--- config.mk ---
export PLATFORM = sky130hd
export DESIGN_NAME = sd_xfer_mode_seq
export DESIGN_NICKNAME = d
export VERILOG_FILES = /design/src/rtl/sd_xfer_mode_seq.sv
export SDC_FILE = /design/constraint.sdc
export NUM_CORES = 1
export LEC_CHECK = 0
export CAP_MARGIN = 20
export CORE_MARGIN = 2
export CORE_UTILIZATION = 35
export DETAILED_ROUTE_END_ITERATION = 6
export MAX_ROUTING_LAYER = met4
export PLACE_DENSITY_LB_ADDON = 0.2
export SLEW_MARGIN = 20
export SYNTH_ARGS = -nofsm -noshare
export SYNTH_HDL_FRONTEND = slang
export SYNTH_SLANG_ARGS = --single-unit
--- constraint.sdc ---
create_clock -name clk -period 2.29 [get_ports clk]
set_input_delay 0.3435 -clock clk [delete_from_list [all_inputs] [get_ports clk]]
set_output_delay 0.3435 -clock clk [all_outputs]
set_load 0.05 [all_outputs]
--- src/rtl/sd_xfer_mode_seq.sv ---
module sd_xfer_mode_seq #(
  parameter int ADDR_W = 8,
  parameter logic [ADDR_W-1:0] CNT_OFS  = 8'h06,
  parameter logic [ADDR_W-1:0] MODE_OFS = 8'h0C,
  parameter logic [ADDR_W-1:0] CMD_OFS  = 8'h0E
) (
  input  logic              clk,
  input  logic              rst_n,
  input  logic              bus_we,
  input  logic [ADDR_W-1:0] bus_addr,
  input  logic [1:0]        bus_be,
  input  logic [15:0]       bus_wdata,
  output logic [15:0]       bus_rdata,
  input  logic              block_done,
  input  logic              abort,
  input  logic              cap_dma,
  output logic [1:0]        xfer_type,
  output logic              xfer_dir,
  output logic              xfer_active,
  output logic              dma_start,
  output logic              stop_req,
  output logic              xfer_done
);
  localparam logic [1:0] T_SINGLE = 2'd0;
  localparam logic [1:0] T_INF    = 2'd1;
  localparam logic [1:0] T_MULTI  = 2'd2;
  localparam logic [1:0] T_STOP   = 2'd3;
  localparam logic [7:0] MODE_MASK = 8'h37;

  logic [7:0]  mode_q;
  logic [15:0] cnt_q;
  logic        active_q, dma_q, stop_q, done_q;

  wire multi    = mode_q[5];
  wire auto_en  = mode_q[2];
  wire cnt_en   = mode_q[1];
  wire dma_en   = mode_q[0];

  assign xfer_type = !multi ? T_SINGLE :
                     !cnt_en ? T_INF :
                     (cnt_q != 16'd0) ? T_MULTI : T_STOP;
  assign xfer_dir    = mode_q[4];
  assign xfer_active = active_q;
  assign dma_start   = dma_q;
  assign stop_req    = stop_q;
  assign xfer_done   = done_q;

  assign bus_rdata = (bus_addr == MODE_OFS) ? {8'h00, mode_q} :
                     (bus_addr == CNT_OFS)  ? cnt_q : 16'h0000;

  wire wr_ok   = bus_we && !active_q;
  wire mode_wr = wr_ok && bus_addr == MODE_OFS && bus_be[0];
  wire cnt_wr  = wr_ok && bus_addr == CNT_OFS && (|bus_be);
  wire go      = wr_ok && bus_addr == CMD_OFS && bus_be[1] && xfer_type != T_STOP;

  wire blk      = active_q && block_done && !abort;
  wire counting = blk && xfer_type == T_MULTI;
  wire last     = blk && (xfer_type == T_SINGLE || (xfer_type == T_MULTI && cnt_q == 16'd1));

  always_ff @(posedge clk or negedge rst_n) begin
    if (!rst_n) begin
      mode_q   <= 8'h00;
      cnt_q    <= 16'h0000;
      active_q <= 1'b0;
      dma_q    <= 1'b0;
      stop_q   <= 1'b0;
      done_q   <= 1'b0;
    end else begin
      if (mode_wr) mode_q <= bus_wdata[7:0] & MODE_MASK;
      if (cnt_wr) begin
        if (bus_be[0]) cnt_q[7:0]  <= bus_wdata[7:0];
        if (bus_be[1]) cnt_q[15:8] <= bus_wdata[15:8];
      end else if (counting) begin
        cnt_q <= cnt_q - 16'd1;
      end
      if (abort)     active_q <= 1'b0;
      else if (go)   active_q <= 1'b1;
      else if (last) active_q <= 1'b0;
      dma_q  <= go && dma_en && cap_dma;
      done_q <= last;
      stop_q <= last && auto_en && xfer_type == T_MULTI;
    end
  end

  AST_DONE_PULSE: assert property (@(posedge clk) disable iff (!rst_n)
    xfer_done |=> !xfer_done);
  AST_STOP_WITH_DONE: assert property (@(posedge clk) disable iff (!rst_n)
    stop_req |-> xfer_done);
  AST_DMA_ACTIVE: assert property (@(posedge clk) disable iff (!rst_n)
    dma_start |-> xfer_active);
  AST_ABORT_QUIET: assert property (@(posedge clk) disable iff (!rst_n)
    abort && xfer_active |=> !xfer_active && !xfer_done && !stop_req);
  AST_MODE_FROZEN: assert property (@(posedge clk) disable iff (!rst_n)
    xfer_active |=> $stable(mode_q));
  AST_INF_NO_END: assert property (@(posedge clk) disable iff (!rst_n)
    xfer_active && xfer_type == T_INF && !abort |=> xfer_active && !xfer_done);
endmodule

==> results.md <==
- Status: finished, final reports clean
- R2R depth: 7
- Vias in the first global route: 1858
- Std-Cell Rows: 25
- DR vias: 1769
- Yosys warning count: 0
- Worst-case clock buffer depth: 2
- Cells after Synth: 196
- Sequential area share after synthesis: 0.360
- Pin slew with the least headroom to its limit: between 0.5 and 0.6 ns
- Gp weighted congestion: around 0.86
- DR vias/cell: ~5.4
- Most common cell after layout, fill and taps aside: clkdlybuf4s50_1
- Diode count: 0
- Fill cells: 438
- Ports: 55
- Core Region: approximately 4800 sq um
- Fmax: 447 MHz
- Sw Pwr: 0.214 mW
- Layout cells sized above 1: 0.210
- Syn-to-layout area delta: 55.6%
- Kind of critical path: input pin to output pin
- Height of the die: roughly 74 microns
- HPWL after detailed placement: 3790 microns
- Final #Nets: approximately 300
- Clock Skew: between 0.01 and 0.015 ns
- Reg area: ~630 sq um
- Number of port buffers: 54
- RSZ-0062 raised after global routing: true
- WP data required: between 1.5 and 2 ns
- CP peak stage delay: between 0.4 and 0.5 ns
- VDD IR max: 0.000204 V
- Crit. End Element: output pin
- First-pass GRT wire length: a little under 9000 microns
- Worst slack at placement: -0.0927 ns
- Initial Util: 0.365
- Final Total Pwr: between 0.8 and 0.9 mW
- Worst-skew pair later-pin latency: between 0.2 and 0.3 ns
- Dominant cells by area after synthesis: dfrtp_1, and2_1, o21ai_0
- Area of the multi-input gates: between 1000 and 1500 sq um
- Worst hold-check path type: input pin to asynchronous set/reset pin
- Number of synthesized flops with an enable pin: 0
- Drt total wl: between 5000 and 6000 microns
- Most frequent cells in the layout: clkdlybuf4s50_1, dfrtp_1, buf_12
- Rel. slew slack: 0.661
- CTS sink count: 25
- Synth unique cells: around 50
- Final critical-path required period: approximately 2.2 ns
- Worst-path cell chain: clkdlybuf4s50_1 > nor4b_4 > and3_4 > buf_4 > a22o_1 > buf_12
- Cell Pwr Density: about 310 nW/um^2
- GR Util All Layers: 0.206
- LEAKAGE: between 1 and 1.5 nW
- Cell taking the most area after synthesis: dfrtp_1
- H-Tree Depth: 1
- Synthesized area per cell: around 8.9 sq um
- Slowest stage cell, crit path: clkdlybuf4s50_1
- DRC: 0
- Die width: about 74 microns
- Clock buffer count from CTS: 3
- #FFs+latches synth: 25
- First-pass detailed-route iteration total: 4
- Synthesized Nets: 231
- Logic pwr share: 0.137
- Setup violations, final: 0
- GRT overflow: 0
- CTS tree: built
- Initial antenna violation count: 0
- Worst setup margin: 0.0519 ns
- Startpoint Class: input pin
- Root Driver: clkbuf_8
- Asr flop ratio synth: 1.00
- Fin. max-slew vios: 0
- Switching Share: 0.251
- Maxcap violations: 0
- Clock power frac: 0.335
- Wire length per cell: about 15 microns
- CP max FO: 8
- Pin count of the biggest net entering global routing: 26
- CP arrival: 1.89 ns
- Die Footprint: about 5500 sq um
- Yosys top cell area share: 0.360
- Flop pwr share: 0.528
- Clock transition at path regs: ~0.1 ns
- Main synth FF type: dfrtp_1
- Final Hold Viols: 0
- Netlist Area Pre-Place: ~1700 sq um
- ANT nets after route: 0
- Final period utilization: 0.977
- Int Power: ~0.64 mW
- Initial DRC count: ~170
-- cell families after synthesis --
family / share of synthesized area
flip-flops: 0.360
AND/OR/NAND/NOR: 0.275
adder cells (fa/ha/maj): 0.0216
multiplexers: 0.0439
buffers and inverters: 0.0483
AO/OA/AOI/OAI: 0.251
-- cell type report --
type | instances | area share
Clock inverter | 1 | 0.00278
Tap cell | 67 | 0.0310
Inverter | 10 | 0.0139
Sequential cell | 25 | 0.231
Clock buffer | 3 | 0.0153
Multi-Input combinational cell | 152 | 0.386
Timing Repair Buffer | 71 | 0.319
-- power by group through the flow --
stage	Combinational, mW	Sequential, mW	Clock [mW]
after floorplan	0.0274	0.460	0
after detailed placement	0.115	0.458	0
after global placement	0.114	0.458	0
after CTS	0.116	0.449	0.286
final	0.116	0.450	0.285
after global routing	0.126	0.451	0.312
-- cell usage after synthesis, types with 3 or more instances --
| cell | number |
|---|---|
| o22ai_1 | 6 |
| nor3_1 | 8 |
| nor2_1 | 10 |
| a22oi_1 | 6 |
| o21ai_0 | 13 |
| ha_1 | 3 |
| nor4_1 | 4 |
| inv_1 | 10 |
| a22o_1 | 5 |
| o21ai_1 | 6 |
| a21oi_1 | 8 |
| nand2_1 | 13 |
| clkbuf_1 | 4 |
| and2_1 | 14 |
| o211ai_1 | 5 |
| and3_1 | 4 |
| dfrtp_1 | 25 |
| a31oi_1 | 3 |
| buf_2 | 4 |
| mux2_2 | 5 |
| nand4_1 | 3 |
-- stage by stage --
step	area (sq um)	std cells	utilization	setup TNS, ns	hold slack [ns]
after floorplan	1740	196	-	0	0.0479
after global placement	2630	324	0.553	-0.0717	0.505
after detailed placement	2630	324	0.553	-0.441	0.515
after CTS	2690	329	0.565	0	0.439
after global routing	2700	329	0.568	-0.00550	0.449
final	2700	329	0.568	0	0.414
-- worst max-delay path, delay by kind of cell --
family / cells / cell delay, ns
simple gates: 2 / 0.61
buf+inv: 3 / 0.74
compound gates: 1 / 0.20
-- routing by layer --
metal / GRT usage / up-vias / wire length [microns]
li1: - / 865 / -
met1: 0.278 / 844 / 2330
met2: 0.317 / 55 / 2390
met3: 0.0366 / 5 / 294
met4: 0.0615 / 0 / 41
met5: - / - / 0
-- flip-flops by register name (all words and copies together) (netlist names) --
name,cells
dma_start,1
cnt_q,16
xfer_active,1
mode_q,5
xfer_done,1
stop_req,1
-- repair_timing --
action	in CTS	in global routing
endpoints found under the setup margin	16	9
hold buffers	0	0
setup buffers	1	0
pin swaps	1	2
gates resized for setup	1	5
hold endpoints to repair	0	0
-- worst paths after layout --
path                                  start           end  slack [ns]
worst max-delay path            bus_addr[0]  bus_rdata[0]        0.05
max in group asynchronous             rst_n     cnt_q[11]        1.61
worst max register to register     cnt_q[1]     cnt_q[12]        0.34
worst min-delay path                  rst_n     mode_q[4]        0.41
min in group clk                  mode_q[0]     dma_start        0.54
worst min register to register    mode_q[0]     dma_start        0.54
No activity file was read; power rests on OpenSTA's default activity.
